[src/rtl/fmt_pkg.sv]
package fmt_pkg;

    typedef enum logic [1:0] {
        ST_IDLE,
        ST_ARM,
        ST_DATA,
        ST_CRC_LO
    } fmt_state_e;

    typedef enum logic [1:0] {
        K_LIT,
        K_SYNC,
        K_CRC,
        K_MARK
    } byte_kind_e;

endpackage

[src/rtl/fmt_crc16.sv]
module fmt_crc16 #(
    parameter int          CRC_W = 16,
    parameter int          DAT_W = 8,
    parameter logic [15:0] POLY  = 16'h1021
) (
    input  logic [CRC_W-1:0] crc_in,
    input  logic [DAT_W-1:0] data_in,
    output logic [CRC_W-1:0] crc_out
);
    always_comb begin
        logic [CRC_W-1:0] c;
        c = crc_in;
        for (int k = DAT_W - 1; k >= 0; k--) begin
            if (c[CRC_W-1] ^ data_in[k]) c = {c[CRC_W-2:0], 1'b0} ^ POLY[CRC_W-1:0];
            else                         c = {c[CRC_W-2:0], 1'b0};
        end
        crc_out = c;
    end
endmodule

[src/rtl/fmt_xlat.sv]
module fmt_xlat
    import fmt_pkg::*;
#(
    parameter int         DAT_W      = 8,
    parameter logic [7:0] CODE_SYNC  = 8'hF5,
    parameter logic [7:0] CODE_CRC   = 8'hF7,
    parameter logic [7:0] SYNC_BYTE  = 8'hA1,
    parameter logic [7:0] MARK_ID    = 8'hFE,
    parameter logic [7:0] MARK_DATA  = 8'hFB,
    parameter logic [7:0] MARK_DEL   = 8'hF8
) (
    input  logic             dd,
    input  logic [DAT_W-1:0] host_byte,
    output byte_kind_e       kind,
    output logic [DAT_W-1:0] wr_byte
);
    always_comb begin
        kind    = K_LIT;
        wr_byte = host_byte;
        if (host_byte == CODE_CRC[DAT_W-1:0]) begin
            kind = K_CRC;
        end else if (dd) begin
            if (host_byte == CODE_SYNC[DAT_W-1:0]) begin
                kind    = K_SYNC;
                wr_byte = SYNC_BYTE[DAT_W-1:0];
            end
        end else if (host_byte == MARK_ID[DAT_W-1:0] ||
                     host_byte == MARK_DATA[DAT_W-1:0] ||
                     host_byte == MARK_DEL[DAT_W-1:0]) begin
            kind = K_MARK;
        end
    end
endmodule

[src/rtl/fmt_edge.sv]
module fmt_edge (
    input  logic clk,
    input  logic rst_n,
    input  logic level_in,
    output logic rise
);
    logic level_q;

    always_ff @(posedge clk) begin
        if (!rst_n) level_q <= 1'b0;
        else        level_q <= level_in;
    end

    assign rise = level_in & ~level_q;
endmodule

[src/rtl/fmt_track_writer.sv]
module fmt_track_writer
    import fmt_pkg::*;
#(
    parameter int          DAT_W     = 8,
    parameter int          CRC_W     = 16,
    parameter logic [15:0] CRC_POLY  = 16'h1021,
    parameter logic [15:0] CRC_INIT  = 16'hFFFF,
    parameter logic [7:0]  SYNC_BYTE = 8'hA1
) (
    input  logic             clk,
    input  logic             rst_n,
    input  logic             start,
    input  logic             dd_mode,
    input  logic             index_pulse,
    input  logic             byte_tick,
    output logic             host_req,
    input  logic             host_valid,
    input  logic [DAT_W-1:0] host_data,
    output logic             out_valid,
    output logic [DAT_W-1:0] out_byte,
    output logic             out_mark,
    output logic             busy,
    output logic             lost_data
);
    localparam int HALF = CRC_W / 2;

    fmt_state_e       st, st_nx;
    logic             dd_q;
    logic             hold_full;
    logic [DAT_W-1:0] hold_data;
    logic [CRC_W-1:0] crc_q;
    logic             prev_sync;

    logic             idx_rise;
    byte_kind_e       kind_raw, kind_eff;
    logic [DAT_W-1:0] wr_raw, wr_eff;
    logic [CRC_W-1:0] crc_base, crc_next;
    logic             under, consume, emit_lo, take, go_idle, accept;

    fmt_edge u_idx (
        .clk      (clk),
        .rst_n    (rst_n),
        .level_in (index_pulse),
        .rise     (idx_rise)
    );

    fmt_xlat #(
        .DAT_W     (DAT_W),
        .SYNC_BYTE (SYNC_BYTE)
    ) u_xlat (
        .dd        (dd_q),
        .host_byte (hold_data),
        .kind      (kind_raw),
        .wr_byte   (wr_raw)
    );

    fmt_crc16 #(
        .CRC_W (CRC_W),
        .DAT_W (DAT_W),
        .POLY  (CRC_POLY)
    ) u_crc (
        .crc_in  (crc_base),
        .data_in (wr_eff),
        .crc_out (crc_next)
    );

    // byte selection: an empty holding register writes a zero filler byte
    always_comb begin
        under    = ~hold_full;
        kind_eff = under ? K_LIT : kind_raw;
        wr_eff   = under ? '0 : wr_raw;
        if ((kind_eff == K_SYNC && !prev_sync) || kind_eff == K_MARK)
            crc_base = CRC_INIT[CRC_W-1:0];
        else
            crc_base = crc_q;
    end

    assign accept  = start && (st == ST_IDLE);
    assign consume = byte_tick && !idx_rise && (st == ST_DATA);
    assign emit_lo = byte_tick && !idx_rise && (st == ST_CRC_LO);
    assign go_idle = idx_rise && (st == ST_DATA || st == ST_CRC_LO);
    assign host_req = (st == ST_ARM || st == ST_DATA) && !hold_full;
    assign take    = host_req && host_valid;
    assign busy    = (st != ST_IDLE);

    // next-state logic
    always_comb begin
        st_nx = st;
        unique case (st)
            ST_IDLE:   if (start)    st_nx = ST_ARM;
            ST_ARM:    if (idx_rise) st_nx = ST_DATA;
            ST_DATA: begin
                if (idx_rise)                          st_nx = ST_IDLE;
                else if (consume && kind_eff == K_CRC) st_nx = ST_CRC_LO;
            end
            ST_CRC_LO: begin
                if (idx_rise)       st_nx = ST_IDLE;
                else if (byte_tick) st_nx = ST_DATA;
            end
            default: st_nx = ST_IDLE;
        endcase
    end

    // state register
    always_ff @(posedge clk) begin
        if (!rst_n) st <= ST_IDLE;
        else        st <= st_nx;
    end

    // datapath and outputs
    always_ff @(posedge clk) begin
        if (!rst_n) begin
            dd_q      <= 1'b0;
            hold_full <= 1'b0;
            hold_data <= '0;
            crc_q     <= CRC_INIT[CRC_W-1:0];
            prev_sync <= 1'b0;
            out_valid <= 1'b0;
            out_byte  <= '0;
            out_mark  <= 1'b0;
            lost_data <= 1'b0;
        end else begin
            out_valid <= consume || emit_lo;
            out_mark  <= 1'b0;

            if (accept) begin
                dd_q      <= dd_mode;
                lost_data <= 1'b0;
                crc_q     <= CRC_INIT[CRC_W-1:0];
                prev_sync <= 1'b0;
            end

            if (go_idle || accept)   hold_full <= 1'b0;
            else if (take)           hold_full <= 1'b1;
            else if (consume)        hold_full <= 1'b0;
            if (take)                hold_data <= host_data;

            if (consume) begin
                if (under) lost_data <= 1'b1;
                if (kind_eff == K_CRC) begin
                    out_byte  <= crc_q[CRC_W-1:HALF];
                    prev_sync <= 1'b0;
                end else begin
                    out_byte  <= wr_eff;
                    out_mark  <= (kind_eff == K_SYNC) || (kind_eff == K_MARK);
                    crc_q     <= crc_next;
                    prev_sync <= (kind_eff == K_SYNC);
                end
            end else if (emit_lo) begin
                out_byte  <= crc_q[HALF-1:0];
                prev_sync <= 1'b0;
            end
        end
    end
endmodule

[config.mk]
export PLATFORM = sky130hd
export DESIGN_NAME = fmt_track_writer
export DESIGN_NICKNAME = d
export VERILOG_FILES = /design/src/rtl/fmt_pkg.sv /design/src/rtl/fmt_crc16.sv /design/src/rtl/fmt_xlat.sv /design/src/rtl/fmt_edge.sv /design/src/rtl/fmt_track_writer.sv
export SDC_FILE = /design/constraint.sdc
export NUM_CORES = 1
export LEC_CHECK = 0
export BUFFER_PORTS_ARGS = -buffer_cell sky130_fd_sc_hd__buf_2
export CAP_MARGIN = 30
export CORE_MARGIN = 10
export CORE_UTILIZATION = 50
export DETAILED_ROUTE_END_ITERATION = 10
export PLACE_DENSITY = 0.7
export SLEW_MARGIN = 30
export SYNTH_ARGS = -nofsm -noshare
export SYNTH_HDL_FRONTEND = slang
export SYNTH_SLANG_ARGS = --single-unit
[constraint.sdc]
create_clock -name clk -period 3 [get_ports clk]
set_clock_uncertainty 0.05 [all_clocks]
set_input_delay 0.3 -clock clk [delete_from_list [all_inputs] [get_ports clk]]
set_output_delay 0.3 -clock clk [all_outputs]
set_load 0.02 [all_outputs]
==> metrics.md <==
| Metric | Value |
|---|---|
| Largest net degree at the start of global routing | 25 |
| Period minus WS final | 2.47 ns |
| Synth unique cells | 60 |
| Internal | 1.03 mW |
| Yosys warning total | 0 |
| Fin crit share | 82.2% |
| Sw frac | 38.3% |
| Clock share of power | 22.0% |
| Total gr overflow | 0 |
| Cts repair resizes | 0 |
| Tightest Hold Check Type | primary input to flip-flop |
| Sequential area share after synthesis | 33.0% |
| Lkg Pwr | 1.14 nW |
| Diode count | 0 |
| Height of the die | 90.6 um |
| Initial antenna violation count | 0 |
| Clk sinks | 41 |
| Initial Utilization | 52.0% |
| # DRC | 0 |
| Post CTS Setup Buffer Count | 0 |
| Cell Area, Synth | 2490 um^2 |
| Crit. End Element | flip-flop |
| Status | finished clean |
| RSZ-0062 raised after global routing | false |
| Achievable Freq | 405 MHz |
| Fraction of layout cells with a size suffix above 1 | 17.1% |
| Clk Latency, worst-skew pair | 0.30 ns |
| First-pass GRT wire length | 10,600 um |
| Initial drt markers | 229 |
| Final antenna-violating net count | 0 |
| Sequential share of power | 43.0% |
| Worst slew pin tran | 0.652 ns |
| Max cap viols | 0 |
| Post-synth top flop | dfxtp_1 |
| WS Path Type | flip-flop to flip-flop |
| Vias in the first global route | 2,111 |
| IO buf count | 27 |
| Max H-tree Level | 2 |
| Highest-count cells in the layout ignoring fill and taps | dfxtp_1, a21oi_1, nand2_1 |
| DRT Wirelength | 6320 um |
| PD cells | 605 nW/um^2 |
| # nets final | 348 |
| All-Layer GR Usage | 15.3% |
| Power, Total | 1.67 mW |
| Number of synthesized flops with an enable pin | 0 |
| TritonRoute pass-1 iters | 5 |
| Synth Net Count | 326 |
| Largest cells by area after synthesis | dfxtp_1, a21oi_1, nand2_1, xnor3_1, nor2_1 |
| CTS tree | built |
| Startpoint Class | flip-flop |
| Die Span X | 90.6 um |
| Worst Path Required | 3.18 ns |
| I/O Pins | 28 |
| Clock Tree Root | clkbuf_8 |
| FF+latch area | 821 um^2 |
| Post-DR wirelength/cell | 16.0 um |
| Maximum vdd drop | 0.000454 V |
| Number of fill cells | 447 |
| Placed instance count | 388 |
| CP arrival | 2.64 ns |
| Hold_buf cts | 0 |
| Async SR Flop Fraction | 0% |
| Via-per-instance ratio | 5.87 |
| Worst-path maximum fanout | 19 |
| Commonest non-fill, non-tap cell in the layout | dfxtp_1 |
| Final Slew Violations | 0 |
| Syn Inst Count | 306 |
| Hpwl dp | 4820 um |
| Synthesized flop and latch total | 41 |
| FP Rows | 25 |
| Share of the synthesized area in the top cell type | 33.0% |
| Final Hold Violating Endpoints | 0 |
| Slew HR | 56.3% |
| Synth Area per Inst | 8.13 um^2 |
| Area leader, netlist | dfxtp_1 |
| GPL Wtd Cong | 0.932 |
| Multi-input logic area | 1510 um^2 |
| Total CTS buffers | 5 |
| Via count | 2,319 |
| P&R area growth vs syn | 10.9% |
| Core area | 4790 um^2 |
| Die Footprint | 8200 um^2 |
| Total Negative Setup Slacks | 0 ns |
| Clk slew on worst S/H paths | 0.08 ns |
| Combinational power share | 35.0% |
| Switching power | 0.640 mW |
| Setup Viol. Count Final | 0 |
| Final Instance Count excl. Fillers | 395 |
| Clk buf depth | 2 |
registers in the layout, summed over array words and instances, names as in the netlist:
| signal | cells |
|---|---|
| dd_q | 1 |
| out_valid | 1 |
| crc_q | 16 |
| st | 2 |
| lost_data | 1 |
| out_byte | 8 |
| u_idx.level_q | 1 |
| hold_data | 8 |
| out_mark | 1 |
| prev_sync | 1 |
| hold_full | 1 |
power by group through the flow:
stage,logic [mW],registers [mW],clock network (mW)
final,0.584,0.717,0.368
after global routing,0.654,0.729,0.394
after CTS,0.585,0.715,0.373
after detailed placement,0.583,0.728,0
after global placement,0.577,0.725,0
after floorplan,0.464,0.688,0
critical path, cell delays in order (launching register included):
cell	delay (ns)
dfxtp_1	0.51
nor3b_1	0.34
nand4_1	0.28
a22oi_2	0.28
buf_4	0.29
nor3_2	0.12
or3_1	0.37
a31oi_1	0.16
path summary, 6_finish.rpt:
| kind | startpoint | end | slack [ns] | depth (start not counted) |
|---|---|---|---|---|
| setup / recovery | hold_data[3] | crc_q[14] | 0.53 | 7 |
| hold / removal | index_pulse | u_idx.level_q | 0.16 | 2 |
| setup reg to reg | hold_data[3] | crc_q[14] | 0.53 | 7 |
| hold reg to reg | lost_data | lost_data | 0.45 | 2 |
synthesized netlist by cell type, types with 3 or more instances:
master / instances
a21oi_1: 32
and2_1: 4
buf_2: 3
clkbuf_1: 15
dfxtp_1: 41
ha_1: 5
inv_1: 12
nand2_1: 30
nand3_1: 13
nand4_1: 7
nor2_1: 29
nor3_1: 13
o211a_1: 4
o211ai_1: 8
o21ai_0: 14
o221ai_1: 4
xnor2_1: 6
xnor3_1: 5
xor2_1: 6
kinds of logic after synthesis:
group	share of synthesized area, %
AOI/OAI and AO/OA	26.4
xor gates and xnor gates	8.75
adders and majority gates	2.51
buffers and inverters	6.18
DFF	33.0
and+or+nand+nor	23.1
metrics by stage:
| step | setup slack, ns | util (%) | hold slack [ns] | cell area [um^2] |
|---|---|---|---|---|
| 2_1_floorplan | 0.918 | - | 0.372 | 2490 |
| 3_3_place_gp | 0.557 | 55.9 | 0.414 | 2670 |
| 3_5_place_dp | 0.572 | 55.9 | 0.432 | 2670 |
| 4_1_cts | 0.548 | 57.7 | 0.164 | 2760 |
| 5_1_grt | 0.292 | 57.7 | 0.181 | 2760 |
| 6_report | 0.533 | 57.7 | 0.163 | 2760 |
final cells by class:
class	instances	share of cell area [%]
multi-input cells	231	54.9
flip-flops and latches	41	29.7
repair buffers	37	7.62
clock buffers	7	3.13
well taps	67	3.04
inverters	12	1.63
per-layer routing:
metal	vias to the layer above	routed length, um	part of all wire [%]	GRT usage [%]
met2	77	2960	47	24.6
met5	-	0	0	0
met3	8	366	5.8	3.57
met4	0	67	1.1	3.98
li1	1151	-	-	-
met1	1083	2930	46	20.1
(Power assumes the default switching activity.)
